File: src/rtl/ssc_pkg.sv
package ssc_pkg;
  // Key register input paths, encoded as the raw select code.
  typedef enum logic [1:0] {
    KSEL_EXT   = 2'b00,
    KSEL_ROUND = 2'b01,
    KSEL_SHIFT = 2'b10,
    KSEL_HOLD  = 2'b11
  } ksel_e;
endpackage

File: src/rtl/ssc_mode_watch.sv
module ssc_mode_watch (
  input  logic clk,
  input  logic rst,
  input  logic test_mode,
  output logic clr
);
  // Single added flop: last sampled mode.
  logic tm_q;

  always_ff @(posedge clk) begin
    tm_q <= test_mode;
  end

  // One-cycle pulse on any mode change, merged with system reset.
  always_comb begin
    clr = rst | (tm_q ^ test_mode);
  end
endmodule

File: src/rtl/ssc_sel_remap.sv
module ssc_sel_remap
  import ssc_pkg::*;
(
  input  logic [1:0] sel_raw,
  input  logic       test_mode,
  output ksel_e      sel_eff
);
  always_comb begin
    if (test_mode && (sel_raw == 2'b00)) begin
      sel_eff = KSEL_HOLD;
    end else begin
      sel_eff = ksel_e'(sel_raw);
    end
  end
endmodule

File: src/rtl/ssc_chain.sv
module ssc_chain
  import ssc_pkg::*;
#(
  parameter int KEY_W  = 8,
  parameter int DATA_W = 8
) (
  input  logic              clk,
  input  logic              clr,
  input  logic              shift,
  input  ksel_e             sel_eff,
  input  logic              scan_in,
  input  logic [KEY_W-1:0]  key_in,
  input  logic [KEY_W-1:0]  rkey_in,
  input  logic [DATA_W-1:0] data_in,
  output logic [KEY_W-1:0]  key_q,
  output logic [DATA_W-1:0] data_q,
  output logic              scan_out
);
  logic [KEY_W-1:0]  key_nx;
  logic [DATA_W-1:0] data_nx;
  logic [DATA_W:0]   dlink;
  logic [KEY_W:0]    klink;

  // Serial links: dlink[i+1] feeds data cell i, klink[j+1] feeds key cell j.
  assign dlink[DATA_W] = scan_in;
  assign klink[KEY_W]  = dlink[0];
  assign scan_out      = klink[0];

  for (genvar i = 0; i < DATA_W; i++) begin : g_dcell
    assign dlink[i]   = data_q[i];
    assign data_nx[i] = shift ? dlink[i+1] : data_in[i];
  end

  for (genvar j = 0; j < KEY_W; j++) begin : g_kcell
    assign klink[j] = key_q[j];
    always_comb begin
      unique case (sel_eff)
        KSEL_EXT:   key_nx[j] = key_in[j];
        KSEL_ROUND: key_nx[j] = rkey_in[j];
        KSEL_SHIFT: key_nx[j] = shift ? klink[j+1] : key_q[j];
        default:    key_nx[j] = key_q[j];
      endcase
    end
  end

  always_ff @(posedge clk) begin
    if (clr) begin
      key_q  <= '0;
      data_q <= '0;
    end else begin
      key_q  <= key_nx;
      data_q <= data_nx;
    end
  end
endmodule

File: src/rtl/secure_scan_ctrl.sv
module secure_scan_ctrl
  import ssc_pkg::*;
#(
  parameter int KEY_W  = 8,
  parameter int DATA_W = 8
) (
  input  logic              clk,
  input  logic              rst,
  input  logic              test_mode,
  input  logic              scan_en,
  input  logic              scan_in,
  output logic              scan_out,
  input  logic [1:0]        key_sel,
  input  logic [KEY_W-1:0]  key_in,
  input  logic [KEY_W-1:0]  rkey_in,
  input  logic [DATA_W-1:0] data_in,
  output logic [KEY_W-1:0]  key_out,
  output logic [DATA_W-1:0] data_out
);
  logic  clr;
  logic  shift_ok;
  ksel_e sel_eff;

  // Shifting is only honoured in test mode.
  assign shift_ok = scan_en & test_mode;

  ssc_mode_watch u_watch (
    .clk       (clk),
    .rst       (rst),
    .test_mode (test_mode),
    .clr       (clr)
  );

  ssc_sel_remap u_remap (
    .sel_raw   (key_sel),
    .test_mode (test_mode),
    .sel_eff   (sel_eff)
  );

  ssc_chain #(.KEY_W(KEY_W), .DATA_W(DATA_W)) u_chain (
    .clk      (clk),
    .clr      (clr),
    .shift    (shift_ok),
    .sel_eff  (sel_eff),
    .scan_in  (scan_in),
    .key_in   (key_in),
    .rkey_in  (rkey_in),
    .data_in  (data_in),
    .key_q    (key_out),
    .data_q   (data_out),
    .scan_out (scan_out)
  );
endmodule

File: config.mk
export PLATFORM = sky130hd
export DESIGN_NAME = secure_scan_ctrl
export DESIGN_NICKNAME = d
export VERILOG_FILES = /design/src/rtl/ssc_pkg.sv /design/src/rtl/ssc_mode_watch.sv /design/src/rtl/ssc_sel_remap.sv /design/src/rtl/ssc_chain.sv /design/src/rtl/secure_scan_ctrl.sv
export SDC_FILE = /design/constraint.sdc
export NUM_CORES = 1
export LEC_CHECK = 0
export CORE_ASPECT_RATIO = 1.5
export CORE_MARGIN = 4
export CORE_UTILIZATION = 26
export CTS_CLUSTER_DIAMETER = 40
export DETAILED_ROUTE_END_ITERATION = 10
export DONT_BUFFER_PORTS = 1
export MAX_ROUTING_LAYER = met4
export SYNTH_ARGS = -nofsm -noshare
export SYNTH_HDL_FRONTEND = slang
export SYNTH_SLANG_ARGS = --single-unit
export TNS_END_PERCENT = 100
File: constraint.sdc
create_clock -name clk -period 1.85 [get_ports clk]
set_clock_uncertainty 0.15 [all_clocks]
set_input_delay 0 -clock clk [delete_from_list [all_inputs] [get_ports clk]]
set_output_delay 0 -clock clk [all_outputs]
set_load 0.005 [all_outputs]
==> results of run 1 <==
worst paths after layout:
kind / from / endpoint / depth (start not counted)
max reg2reg: u_chain.key_q[5] / u_chain.key_q[4] / 4
max: u_chain.key_q[5] / u_chain.key_q[4] / 4
min: rst / u_chain.key_q[2] / 3
min reg2reg: u_chain.data_q[1] / u_chain.data_q[0] / 2
final cells by class:
class | count | area share [%]
inverters | 3 | 0.888
multi-input cells | 65 | 41.6
flip-flops and latches | 17 | 26.8
clock buffers | 3 | 3.25
well taps | 42 | 4.14
repair buffers | 29 | 22.9
clock inverters | 1 | 0.394
kinds of logic after synthesis:
group / count (synthesis) / share of synthesized area [%]
AO/OA/AOI/OAI: 34 / 30.6
XOR/XNOR: 1 / 1.79
adder cells (fa/ha/maj): 3 / 4.13
buffers and inverters: 10 / 5.65
flip-flops: 17 / 37.5
multiplexers: 8 / 8.82
AND/OR/NAND/NOR: 19 / 11.6
power by group through the flow:
stage	clock, mW	sequential [mW]	combinational (mW)
floorplan	0	0.403	0.104
global placement	0	0.409	0.111
detailed placement	0	0.409	0.113
CTS	0.277	0.401	0.180
global route	0.298	0.404	0.201
finish	0.270	0.401	0.182
state kept, by name (all words and copies together) (netlist names):
register	flops
u_watch.tm_q	1
u_chain.data_q	8
u_chain.key_q	8
layout by cell type, fill, tap and decap left out, drive strengths merged:
master	instances
xnor2	1
dlymetal6s4s	1
nand3	8
o2111ai	8
o21ai	8
dfxtp	17
clkinv	2
inv	2
mux2i	8
a22o	9
clkbuf	3
a21boi	1
dlygate4sd3	27
a21oi	8
nand2	10
nand4bb	1
buf	1
ha	3
metal layers:
layer / share of wire [%] / track usage [%] / vias to the layer above
li1: - / - / 403
met1: 35 / 13.0 / 382
met2: 56 / 20.5 / 43
met3: 9.0 / 3.86 / 2
met4: 0.63 / 3.56 / 0
met5: 0 / - / -
stage by stage:
stage	power, mW	instance area, um^2
global route	0.903	1270
floorplan	0.507	908
global placement	0.520	928
finish	0.853	1270
detailed placement	0.523	928
CTS	0.858	1250
critical path, cell delays in order (launching register included):
cell and delay [ns]:
dfxtp_1 0.34, a22o_1 0.20, mux2i_1 0.13, dlygate4sd3_1 0.59, o21ai_2 0.05
what timing repair did:
action,in CTS,in global routing
endpoints found under the hold margin,17,0
setup endpoints to repair,0,8
resized for setup,0,2
hold buffers,28,0
==> key figures, run 1 <==
Outcome
  • Status: completed

Timing
  • Fin. max-slew vios: 0
  • Fin Setup TNS: 0 ns
  • Tmin final: 1.58 ns
  • Final Cycle Share: 85.2%
  • Relative slew slack: 59.1%
  • Max Clk Rate: 0.634 GHz
  • Worst setup margin: 0.273 ns
  • Final Hold Fails: 0
  • Final setup viols: 0
  • RSZ-0062 raised after global routing: false
  • Final hold slack: 0.0274 ns
  • Slew of the pin with the lowest slew margin: 0.613 ns

Clock tree
  • Worst-case clock buffer depth: 2
  • Clock Latency Late Sink: ~0.25 ns
  • Clock sink count: 17
  • Num CTS Buffers: 3
  • Post-CTS Setup Inserts: 0
  • CTS tree: yes
  • H-tree levels: 1
  • Clock transition at path regs: about 0.07 ns
  • CTS root buf: clkbuf_8

Final layout
  • Post-route insts no fill: 160
  • Multi-input logic area: 528 um^2
  • Final nets: 153
  • Synth-to-Final Area Change: 39.7%
  • N_diodes: 0
  • Final core utilization: between 30% and 40%
  • Layout cells sized above 1: between 10% and 20%
  • Seq. cell area: around 340 um^2
  • Fill cells: ~360

Logic synthesis
  • Register area share after synthesis: 37.5%
  • Top-count cell post-synth: dfxtp_1
  • Top-area cell type share of the netlist area: 37.5%
  • Mean Syn Cell Area: 9.87 um^2
  • Synthesized instance count: 92
  • EDFF count, synth: 0
  • Most common flop cell mapped by yosys: dfxtp_1
  • YS warnings: 0
  • Synth async-reset ratio: 0%
  • Post-synth top area cell: dfxtp_1
  • Distinct cells, synth: 19
  • List of most frequent post-synthesis cells: dfxtp_1, nand2_1, a22o_1
  • Top post-synthesis cells by area: dfxtp_1, mux2i_1, a22o_1
  • Syn Nets: 126
  • #FFs+latches synth: 17
  • Post-Syn Area: just over 900 um^2

Drt
  • Post-DRT Antenna Nets: 0
  • DR WL/cell: roughly 16 um
  • Drt via density: 5.19
  • Drt drc: 0
  • First DRT Iteration DRCs: 17
  • Vias: just over 800
  • Drt pass-1 iters: 4
  • Total Wirelength: 2.53 mm

Worst setup path
  • Reg2reg setup slack: approximately 0.27 ns
  • Worst setup path class: reg -> reg
  • CP Launch Type: register
  • WP data arrival: roughly 1.6 ns
  • CP max FO: 3
  • Crit. End Element: register
  • WP data required: 1.84 ns

Power and ir drop
  • Net Sw Frac: 25.9%
  • Clock power frac: 31.6%
  • Logic gate share of total power: a little over a fifth
  • NetSw: 0.221 mW
  • Leak: slightly below 0.5 nW
  • Pwr/cell area: 673 nW/um^2
  • Peak supply drop: 418 uV
  • Flop pwr share: 47.0%
  • Pint: 0.632 mW

Place
  • Pre-CTS setup slack: 0.424 ns
  • I/O Buffers: 0
  • Placed Instances: 128
  • GP Congestion: 0.733
  • Hpwl dp: 1.85 mm

Floorplan
  • DIE AREA: around 4500 um^2
  • Initial Utilization: a little over a quarter
  • Core Area: 3380 um^2
  • Rows: 26
  • Die X: 56.3 um
  • Ports: 48
  • Die Y: 80.4 um

GRT
  • Remaining Overflow, GRT: 0
  • Vias in the first global route: 865
  • All-layer global routing usage: 11.9%
  • Initial antenna violation count: 0
  • First-pass GRT wire length: 4.12 mm
  • Largest net degree at the start of global routing: 13

Worst hold path
  • Hold Crit Class: in -> reg

Run
  • Max cap viols: 0
Power figures use the tool's default switching activity.
==> run 2, diff against run 1 <==
--- a/config.mk
+++ b/config.mk
@@ -5,13 +5,13 @@
 export SDC_FILE = /design/constraint.sdc
 export NUM_CORES = 1
 export LEC_CHECK = 0
-export CORE_ASPECT_RATIO = 1.5
 export CORE_MARGIN = 4
-export CORE_UTILIZATION = 26
+export CORE_UTILIZATION = 55
 export CTS_CLUSTER_DIAMETER = 40
 export DETAILED_ROUTE_END_ITERATION = 10
 export DONT_BUFFER_PORTS = 1
 export MAX_ROUTING_LAYER = met4
+export PLACE_DENSITY = 0.7
 export SYNTH_ARGS = -nofsm -noshare
 export SYNTH_HDL_FRONTEND = slang
 export SYNTH_SLANG_ARGS = --single-unit
==> run 2 against run 1 <==
Net effect:
- largest cell class unchanged
- worst hold slack better by 0.10 ns
- combinational power up 3%
- sequential power about the same
- fmax down 2.2%
- flip-flop and latch count unchanged
- critical endpoint is now u_chain.key_q[3]
==> key figures, run 2 (synthesized netlist as in run 1, its figures left out) <==
Place
  • I/O Buffers: 0 (unchanged)
  • Hpwl dp: 1.49 mm (-19%)
  • GP Congestion: 0.729 (-0.50%)
  • Pre-CTS setup slack: 0.519 ns (+0.0945 ns)

Floorplan
  • Ports: 48 (unchanged)
  • Die X: 48.6 um (-14%)
  • Core Area: 1540 um^2 (-54%)
  • DIE AREA: 2370 um^2 (-48%)
  • Die Y: 48.6 um (-39%)
  • Initial Utilization: 58.9% (+32 points)
  • Rows: 14 (-46%)

Drt
  • Met3 wire len: 255 um (+12%)
  • Met1 WL: 954 um (+8.4%)
  • Top Metal Used: met4
  • Post-DRT Antenna Nets: 0 (unchanged)
  • Drt drc: 0 (unchanged)
  • Vias: 875 (+5.4%)
  • WL met2: 1.31 mm (-7.1%)
  • Drt pass-1 iters: 4 (unchanged)
  • Drt via density: 6.43 (+24%)
  • DR WL/cell: 19.1 um (+20%)
  • First DRT Iteration DRCs: 8 (-9)
  • Total Wirelength: 2.59 mm (+2.4%)

Final layout
  • N_diodes: 0 (unchanged)
  • Layout cells sized above 1: 13.3% (-0.23 points)
  • Final nets: 155 (+1.3%)
  • Synth-to-Final Area Change: 34.3%
  • Most frequent cells in the layout: dlygate4sd3_1, dfxtp_1, nand2_1
  • Most common cell after layout, fill and taps aside: dlygate4sd3_1
  • Top Registers: u_chain.data_q x8, u_chain.key_q x8, u_watch.tm_q x1

Power and ir drop
  • Net Sw Frac: 28.0% (+2.2 points)
  • Clock power frac: 25.6% (-6.0 points)
  • Flop pwr share: 50.6% (+3.6 points)
  • Logic gate share of total power: 23.8% (+2.4 points)
  • Pint: 0.568 mW (-10%)
  • Pwr/cell area: 647 nW/um^2 (-3.7%)
  • Leak: 0.478 nW (-2.4%)
  • NetSw: 0.222 mW (+0.27%)
  • Peak supply drop: 482 uV (+15%)

GRT
  • All-layer global routing usage: 23.1% (+11 points)
  • Largest net degree at the start of global routing: 13 (unchanged)
  • First-pass GRT wire length: 4.34 mm (+5.4%)
  • Initial antenna violation count: 0 (unchanged)
  • Vias in the first global route: 917 (+6.0%)
  • Remaining Overflow, GRT: 0 (unchanged)

Clock tree
  • Clock transition at path regs: 0.10 ns (+0.03 ns)
  • Clock Latency Late Sink: 0.29 ns (+0.04 ns)
  • Worst-case clock buffer depth: 2 (unchanged)
  • Gates resized, CTS repair: 0 (unchanged)
  • CTS root buf: clkbuf_4
  • CTS tree: yes
  • H-tree levels: 1 (unchanged)
  • Clock sink count: 17 (unchanged)
  • Post-CTS Setup Inserts: 0 (unchanged)
  • Num CTS Buffers: 3 (unchanged)
  • Hold-fix buffers, CTS: 29 (+3.6%)

Outcome
  • Status: completed

Worst setup path
  • WP data arrival: 1.64 ns (+0.08 ns)
  • Crit path largest cell delay: 0.59 ns (about the same)
  • Crit path max-delay cell type: dlygate4sd3_1
  • CP Launch Type: register
  • WP data required: 1.88 ns (+0.04 ns)
  • Worst setup path class: reg -> reg
  • Worst path bufs/invs: 1 (unchanged)
  • CP max FO: 3 (unchanged)
  • Largest delay share family, worst path: buffers and inverters
  • Crit. End Element: register
  • Worst-path cell chain: a22o_1, mux2i_1, dlygate4sd3_1, o21ai_2

Timing
  • Fin Setup TNS: 0 ns (unchanged)
  • Slew of the pin with the lowest slew margin: 0.528 ns (-0.0855 ns)
  • Final Cycle Share: 87.2% (+1.9 points)
  • Relative slew slack: 64.7% (+5.6 points)
  • Fin. max-slew vios: 0 (unchanged)
  • Worst setup margin: 0.237 ns (-0.0356 ns)
  • Final setup viols: 0 (unchanged)
  • Final Hold Fails: 0 (unchanged)
  • Tmin final: 1.61 ns (+0.0356 ns)
  • RSZ-0062 raised after global routing: false
  • Max Clk Rate: 0.620 GHz (-2.2%)

Run
  • Max cap viols: 0 (unchanged)

Worst hold path
  • Hold Crit Class: in -> reg
==> run 2: changes by cell type in the layout (fill, tap and decap cells not counted), sizes merged <==
cell / before / now
clkbuf: 3 / 4
dlygate4sd3: 27 / 29
dlymetal6s4s: 1 / 0
buf: 1 / 2
clkinv: 2 / 1
==> run 2: power by group through the flow <==
stage	clock (mW)	combinational, mW	sequential, mW
finish	0.202	0.188	0.400
floorplan	0	0.104	0.403
global route	0.219	0.204	0.402
CTS	0.203	0.182	0.399
detailed placement	0	0.114	0.408
global placement	0	0.112	0.408
==> run 2: worst paths after layout <==
kind,start,end,slack [ns],cells past startpoint
worst max register to register,u_chain.key_q[4],u_chain.key_q[3],0.24,4
worst max-delay path,u_chain.key_q[4],u_chain.key_q[3],0.24,4
worst min-delay path,key_sel[0],u_chain.key_q[4],0.13,3
worst min register to register,u_chain.data_q[5],u_chain.data_q[4],0.35,2
==> run 2: through the flow <==
stage	util (%)	cell area [um^2]	hold slack [ns]	total power, mW	std cells
6_report	79.1	1220	0.132	0.790	136
5_1_grt	79.1	1220	0.142	0.824	136
4_1_cts	79.1	1220	0.106	0.785	136
3_5_place_dp	58.6	903	-0.121	0.522	103
3_3_place_gp	58.6	903	-0.121	0.520	103
2_1_floorplan	-	908	-0.122	0.507	92
==> run 2: cell type report <==
| type | count | area, um^2 |
|---|---|---|
| inverters | 3 | 11.3 |
| multi-input cells | 65 | 517 |
| repair buffers | 31 | 305 |
| flip-flops and latches | 17 | 340 |
| well taps | 16 | 20.0 |
| clock buffers | 4 | 26.3 |
| fillers | 109 | 322 |
==> run 2: metal layers <==
layer / track usage [%] / vias up
li1: - / 408
met1: 24.6 / 403
met2: 39.3 / 52
met3: 10.1 / 12
met4: 5.38 / 0
met5: - / -
==> run 2: worst min-delay path, cell delays in order <==
cell and delay (ns):
a22o_1 0.32, o2111ai_1 0.16, o21ai_2 0.07
